**config.mk**
```make
export PLATFORM = sky130hd
export DESIGN_NAME = cpu_bus_port
export DESIGN_NICKNAME = d
export VERILOG_FILES = /design/src/rtl/cpu_bus_pkg.sv /design/src/rtl/bus_strobe_decode.sv /design/src/rtl/bus_addr_map.sv /design/src/rtl/bus_sync_pulse.sv /design/src/rtl/cpu_bus_port.sv
export SDC_FILE = /design/constraint.sdc
export NUM_CORES = 1
export LEC_CHECK = 0
export ABC_AREA = 1
export CAP_MARGIN = 20
export CORE_MARGIN = 1.5
export CORE_UTILIZATION = 43
export CTS_BUF_LIST = sky130_fd_sc_hd__clkbuf_16
export CTS_CLUSTER_DIAMETER = 80
export CTS_CLUSTER_SIZE = 28
export DETAILED_ROUTE_END_ITERATION = 8
export PLACE_DENSITY_LB_ADDON = 0.15
export REMOVE_ABC_BUFFERS = 1
export SLEW_MARGIN = 20
export SYNTH_ARGS = -nofsm -noshare
export SYNTH_HDL_FRONTEND = slang
export SYNTH_SLANG_ARGS = --single-unit
export TNS_END_PERCENT = 10
```
**constraint.sdc**
```tcl
create_clock -name clk -period 2.98 [get_ports clk]
set_input_delay 0.596 -clock clk [delete_from_list [all_inputs] [get_ports clk]]
set_output_delay 0.596 -clock clk [all_outputs]
set_load 0.01 [all_outputs]
```
**src/rtl/cpu_bus_pkg.sv**
```systemverilog
// Package: shared bus-style encoding for the CPU bus slave port.
// Assumes the strap is static while accesses are in progress.
package cpu_bus_pkg;
    typedef enum logic [1:0] {
        BUS_SPLIT = 2'b00,
        BUS_MUXED = 2'b01,
        BUS_DSTRB = 2'b10,
        BUS_SPARE = 2'b11
    } bus_mode_e;
endpackage

```
**src/rtl/bus_strobe_decode.sv**
```systemverilog
// Module: bus_strobe_decode
// Combinationally turns the raw bus strobes into chip-selected read and
// write requests, according to the strapped bus style.
// Assumes: cs_n and the strobes are active low; in the strobe-plus-direction
// style wr_rw is a level (1 = read).
module bus_strobe_decode
    import cpu_bus_pkg::*;
(
    input  bus_mode_e mode,
    input  logic      cs_n,
    input  logic      rd_ds_n,
    input  logic      wr_rw,
    output logic      rd_req,
    output logic      wr_req
);
    logic rd_raw;
    logic wr_raw;

    // Per-style strobe interpretation before chip select.
    always_comb begin
        unique case (mode)
            BUS_DSTRB: begin
                rd_raw = !rd_ds_n && wr_rw;
                wr_raw = !rd_ds_n && !wr_rw;
            end
            default: begin
                rd_raw = !rd_ds_n;
                wr_raw = !wr_rw;
            end
        endcase
    end

    assign rd_req = rd_raw && !cs_n;
    assign wr_req = wr_raw && !cs_n;
endmodule

```
**src/rtl/bus_addr_map.sv**
```systemverilog
// Module: bus_addr_map
// Holds the multiplexed address from the shared lines and maps the bus
// address to a register index for the strapped style.
// Assumes: ale is high for at least one clock with the address stable, so
// the value held is the one present when ale falls.
module bus_addr_map
    import cpu_bus_pkg::*;
#(
    parameter int ADDR_W = 8
) (
    input  logic              clk,
    input  logic              rst_n,
    input  bus_mode_e         mode,
    input  logic              addr_direct,
    input  logic              ale,
    input  logic [ADDR_W-1:0] addr_in,
    input  logic [ADDR_W-1:0] ad_low,
    output logic [ADDR_W-1:0] map_addr
);
    logic [ADDR_W-1:0] alat_q;

    // Address holding register: follows the shared lines while ale is high.
    always_ff @(posedge clk) begin
        if (!rst_n)   alat_q <= '0;
        else if (ale) alat_q <= ad_low;
    end

    // Index selection: even-address shift only in multiplexed style.
    always_comb begin
        if (mode == BUS_MUXED)
            map_addr = addr_direct ? alat_q : {1'b0, alat_q[ADDR_W-1:1]};
        else
            map_addr = addr_in;
    end

    assert_latch_hold_R3: assert property (@(posedge clk) disable iff (!rst_n)
        !ale |=> $stable(alat_q));
endmodule

```
**src/rtl/bus_sync_pulse.sv**
```systemverilog
// Module: bus_sync_pulse
// Synchronises the read and write requests to the internal clock through a
// parameterised flop chain and forms one-clock pulses: read on the leading
// edge, write on the trailing edge.
// Assumes: requests stay high for longer than STAGES+1 clocks.
module bus_sync_pulse #(
    parameter int STAGES = 2
) (
    input  logic clk,
    input  logic rst_n,
    input  logic rd_req,
    input  logic wr_req,
    output logic rd_level,
    output logic wr_level,
    output logic rd_pulse,
    output logic wr_pulse
);
    logic [1:0] last;
    logic [1:0] tail_q;

    for (genvar g = 0; g < STAGES; g++) begin : g_stage
        logic [1:0] q;
        if (g == 0) begin : g_first
            // First stage samples the asynchronous requests.
            always_ff @(posedge clk) begin
                if (!rst_n) q <= '0;
                else        q <= {wr_req, rd_req};
            end
        end else begin : g_next
            // Later stages settle the sampled value.
            always_ff @(posedge clk) begin
                if (!rst_n) q <= '0;
                else        q <= g_stage[g-1].q;
            end
        end
    end

    assign last     = g_stage[STAGES-1].q;
    assign rd_level = last[0];
    assign wr_level = last[1];

    // Edge detection: one extra stage, registered pulses.
    always_ff @(posedge clk) begin
        if (!rst_n) begin
            tail_q   <= '0;
            rd_pulse <= 1'b0;
            wr_pulse <= 1'b0;
        end else begin
            tail_q   <= last;
            rd_pulse <= last[0] && !tail_q[0];
            wr_pulse <= tail_q[1] && !last[1];
        end
    end

    assert_wr_one_clock_R7: assert property (@(posedge clk) disable iff (!rst_n)
        wr_pulse |=> !wr_pulse);
    assert_rd_one_clock_R8: assert property (@(posedge clk) disable iff (!rst_n)
        rd_pulse |=> !rd_pulse);
endmodule

```
**src/rtl/cpu_bus_port.sv**
```systemverilog
// Module: cpu_bus_port (top)
// Slave front end between an external CPU bus of selectable style and an
// 8-bit register file. Decodes strobes, maps the address, synchronises
// accesses and produces register read/write enables, index and write data.
// Assumes: strap static during accesses; strobes last at least three clocks;
// address and data stable while the strobe is active.
module cpu_bus_port
    import cpu_bus_pkg::*;
#(
    parameter int ADDR_W  = 8,
    parameter int DATA_W  = 8,
    parameter int BUS_W   = 16,
    parameter int STAGES  = 2
) (
    input  logic              clk,
    input  logic              rst_n,
    input  logic [1:0]        bus_mode,
    input  logic              addr_direct,
    input  logic              cs_n,
    input  logic              ale,
    input  logic              rd_ds_n,
    input  logic              wr_rw,
    input  logic [ADDR_W-1:0] addr_in,
    input  logic [BUS_W-1:0]  data_in,
    output logic [BUS_W-1:0]  data_out,
    output logic              data_oe,
    output logic [ADDR_W-1:0] reg_addr,
    output logic              reg_rd,
    output logic              reg_wr,
    output logic [DATA_W-1:0] reg_wdata,
    input  logic [DATA_W-1:0] reg_rdata
);
    localparam int PAD_W = BUS_W - DATA_W;

    bus_mode_e         mode_e;
    logic              rd_req;
    logic              wr_req;
    logic              rd_level;
    logic              wr_level;
    logic [ADDR_W-1:0] map_addr;
    logic [ADDR_W-1:0] addr_q;
    logic [DATA_W-1:0] wdata_q;

    assign mode_e = bus_mode_e'(bus_mode);

    bus_strobe_decode u_decode (
        .mode    (mode_e),
        .cs_n    (cs_n),
        .rd_ds_n (rd_ds_n),
        .wr_rw   (wr_rw),
        .rd_req  (rd_req),
        .wr_req  (wr_req)
    );

    bus_addr_map #(.ADDR_W(ADDR_W)) u_map (
        .clk         (clk),
        .rst_n       (rst_n),
        .mode        (mode_e),
        .addr_direct (addr_direct),
        .ale         (ale),
        .addr_in     (addr_in),
        .ad_low      (data_in[ADDR_W-1:0]),
        .map_addr    (map_addr)
    );

    bus_sync_pulse #(.STAGES(STAGES)) u_sync (
        .clk      (clk),
        .rst_n    (rst_n),
        .rd_req   (rd_req),
        .wr_req   (wr_req),
        .rd_level (rd_level),
        .wr_level (wr_level),
        .rd_pulse (reg_rd),
        .wr_pulse (reg_wr)
    );

    // Capture index and write data while the access is synchronised and
    // the strobe is still active, so the held values predate its release.
    always_ff @(posedge clk) begin
        if (!rst_n) begin
            addr_q  <= '0;
            wdata_q <= '0;
        end else begin
            if ((rd_level && rd_req) || (wr_level && wr_req))
                addr_q <= map_addr;
            if (wr_level && wr_req)
                wdata_q <= data_in[DATA_W-1:0];
        end
    end

    assign reg_addr  = addr_q;
    assign reg_wdata = wdata_q;
    assign data_out  = {{PAD_W{1'b0}}, reg_rdata};
    assign data_oe   = rd_req;

    assert_oe_needs_cs_R6: assert property (@(posedge clk) disable iff (!rst_n)
        data_oe |-> !cs_n);
    assert_wr_fields_held_R7: assert property (@(posedge clk) disable iff (!rst_n)
        reg_wr |-> ($stable(reg_addr) && $stable(reg_wdata)));
    assert_no_access_deselected_R5: assert property (@(posedge clk) disable iff (!rst_n)
        (cs_n && $past(cs_n) && !rd_level && !wr_level) |=> $stable(reg_addr));
endmodule

```
# == Word level (Yosys, flattened, before mapping) ==
# Cells that the tools add are included.
# classes
n_addsub,0
multipliers,0
n_div,0
magnitude_cmp,0
n_eq_ne,2
n_shift,0
n_mux,4
n_bitwise,0
reduce_logical,14
# ops
op,count
8-bit two-way mux,2
1-bit logical AND,8
1-bit zero test,5
2-bit by 1-bit == test with 1-bit output (second input constant),1
2-bit == test (second input constant),1
1-bit two-way mux,2
1-bit logical OR,1
# totals
ff_bits,32
latchBits,0
ram_bits,0
romBits,0
inputBits,41
out_inout_bits,35
word_cells,28
memories,0

# == Longest topological paths before layout ==
# logic_depth
depth_word,6
ltp_mapped,8
ltp_nobuf,7

# == By module ==
# Synthesis repeated with hierarchy kept, for this count alone.
# unflattened
cells_unflattened,220
area_unflattened_um2,1492.7
# modules_own_cells
mod,instances,cells_per_inst,area_per_inst_um2,seq_area_each_um2
cpu_bus_port,1,104,768.2,320.3
bus_addr_map,1,83,465.4,160.2
bus_sync_pulse,1,23,219.0,160.2
bus_strobe_decode,1,10,40.0,0.0

# == Least setup slack after synthesis ==
# No wires, ideal clock.
# synth_path
path_kind,in2out
start,input port cs_n
end,output port data_oe
arrival_time_ns,0.913
t_required_ns,2.384
path_slack_ns,1.471
cell_stages,3
path_buffers,0
path_cell_list,nor2_2 nand2_1 inv_1
# synth_between
elab_chain_cells,2
# synth_rtl
element,line,text
"start, declared",cpu_bus_port.sv:19,"input logic cs_n,"
1-bit zero test,bus_strobe_decode.sv:33,assign rd_req = rd_raw && !cs_n;
1-bit logical AND,bus_strobe_decode.sv:33,
"end, declared",cpu_bus_port.sv:26,"output logic data_oe,"
# No other way between the ends.

# == Worst setup path after layout ==
# Same ends and word-level chain as after synthesis.

==> run summary <==
CP max-delay cell = clkdlybuf4s50_1
Most common cell after layout, fill and taps aside = nand2_1
Largest family of logic cells by synthesized area = simple AND/OR/NAND/NOR gates
Critical path type = input port to primary output
Final setup vio count = 0
CTS Buf Count = 5
Largest net degree at the start of global routing = 25
Synthesis warning total = 0
Hold Fails Final Rpt = 0
DR vias = 1394
CP required = 2.38 ns
Delay-heaviest family, CP = buffers and inverters
Ports = 76
GRT Total Usage = 16.1%
Post-Synth XOR/XNOR Area = 0%
Finished Cell Area = 2080 µm²
Clock skew = 0.00250 ns
Iteration-0 DRC Markers = 68
Synthesized area = 1560 µm²
Sequential area share after synthesis = 41.0%
Cell variety after synth = 20
Final #Nets = 295
Worst-case vdd ir drop = 318 µV
Clock power frac = 49.9%
Max clock buf depth = 2
# rows = 21
Final max-slew violation count = 0
Status = complete, no violations
Worst Path Arrival = 2.00 ns
CP Max Fanout = 2
Largest stage delay on the critical path = 0.52 ns
Synth-to-Final Area Change = 33.1%
Initial core utilization = 45.8%
Fin crit period = 2.60 ns
IO Port Bufs = 43
Compound-Gate Fraction of Synth Area = 8.00%
Worst-path cell chain = clkdlybuf4s50_1 -> nor2_2 -> nand2_1 -> inv_1 -> clkdlybuf4s50_1
Routed WL = 3090 µm
Lkg Pwr = 0.963 nW
Vias/cell = 4.63
Worst Hold Class = flop to flop
Drt first pass iters = 4
Wire length per cell = 10.3 µm
Worst Path Buf+Inv = 3
Worst skew pair latency = 0.27 ns
Most frequent cells in the layout = nand2_1 (67), clkdlybuf4s50_1 (43), dfxtp_1 (32)
Power Internal = 885 µW
Max-Cap Viols = 0
Flop pwr share = 40.1%
H-tree depth = 2
Dpl cell area = 1920 µm²
Combinational Power Share = 10.0%
Die Y = 63.3 µm
Die area = 4010 µm²
Std-Cell Core Area = 3420 µm²
Drt drc = 0
Die width = 63.3 µm
Post-synthesis simple-gate area fraction = 35.3%
Crit share post-route = 87.3%
CP most frequent cell = clkdlybuf4s50_1
Setup TNS = 0 ns
Layout cells sized above 1 = 7.06%
Clock slew at reported path FFs = 0.05 ns
Fmax = 0.385 GHz
CTS sink count = 32
Switching share of total power = 21.2%
Setup crit end kind = primary output
Detailed Place HPWL = 2170 µm
Mux contribution to synthesized area = 0%
Initial antenna violation count = 0
FF+latch count, synth = 32
Gr ovfl total = 0
Root buffer cell = clkbuf_16
RSZ-0062 raised after global routing = false
Cells after synthesis = 219
Avg Inst Size Synth = 7.14 µm²
Vias in the first global route = 1215
First-pass GRT wire length = 5230 µm
# resized after CTS = 0
Pwr/cell area = 540 nW/µm²
Crit start category = input port
Antenna-violating nets left = 0
Net Switching = 239 µW
Gpl congestion = 0.735
# diodes = 0
CTS Hold Buffers Added = 0
CTS tree = done
Setup Fix Bufs, Post-CTS = 0
Synth Area in Adders = 0%
-- final cells by class --
cell class | instances | area (µm²)
Multi-Input combinational cell | 151 | 707
Timing Repair Buffer | 44 | 438
Inverter | 20 | 75.1
Sequential cell | 32 | 641
Clock buffer | 5 | 125
Tap cell | 46 | 57.6
Fill cell | 331 | 1330
Clock inverter | 3 | 38.8
-- Yosys cell counts (all sizes together) --
cell,number,share of area (%)
clkinv,1,0.24
nor2,30,8.4
inv,19,4.6
dfxtp,32,41
nand2,68,16
nand3,12,7.2
clkbuf,2,0.48
buf,21,10
conb,1,0.24
o21ai,9,2.9
a21oi,16,5.1
nand4,8,3.2
-- power groups by stage --
stage / clock network [mW] / logic (mW) / registers, mW
floorplan: 0 / 0.0504 / 0.459
global placement: 0 / 0.112 / 0.459
detailed placement: 0 / 0.112 / 0.459
CTS: 0.573 / 0.113 / 0.450
global route: 0.599 / 0.126 / 0.451
finish: 0.561 / 0.112 / 0.450
-- logic make-up after synthesis --
logic type | Yosys count
compound gates | 25
buf+inv | 43
flops | 32
other cells | 1
simple gates | 118
-- state kept, by name (all words and copies together) (netlist names) --
register          cells
reg_addr              8
reg_wdata             8
u_map.alat_q          8
u_sync.g_stage.q      4
u_sync.tail_q         2
u_sync.rd_pulse       1
u_sync.wr_pulse       1
-- through the flow --
stage                     setup WS (ns)  hold slack (ns)  total power [mW]  instances  util (%)
final                             0.380            0.381              1.12        301      61.0
after global placement            0.377            0.373             0.570        293      56.2
after detailed placement          0.366            0.379             0.571        293      56.2
after CTS                         0.369            0.386              1.14        301      61.0
after floorplan                    1.47            0.368             0.509        203         -
after global routing              0.296            0.402              1.18        301      61.0
-- routing by layer --
| layer | up-vias | global-route usage [%] | routed length [µm] |
|---|---|---|---|
| li1 | 734 | - | - |
| met1 | 603 | 20.2 | 1460 |
| met2 | 57 | 25.7 | 1350 |
| met3 | 0 | 7.14 | 281 |
| met4 | 0 | 3.26 | 0 |
| met5 | - | 0 | 0 |
-- worst paths after layout --
path,startpoint,endpoint,slack [ns],cells past startpoint
worst max-delay path,cs_n,data_oe,0.38,5
worst min-delay path,u_sync.tail_q[0],u_sync.rd_pulse,0.38,1
worst max register to register,u_sync.g_stage[1].q[1],reg_addr[5],1.65,3
worst min register to register,u_sync.tail_q[0],u_sync.rd_pulse,0.38,1
Power figures use the tool's default switching activity.
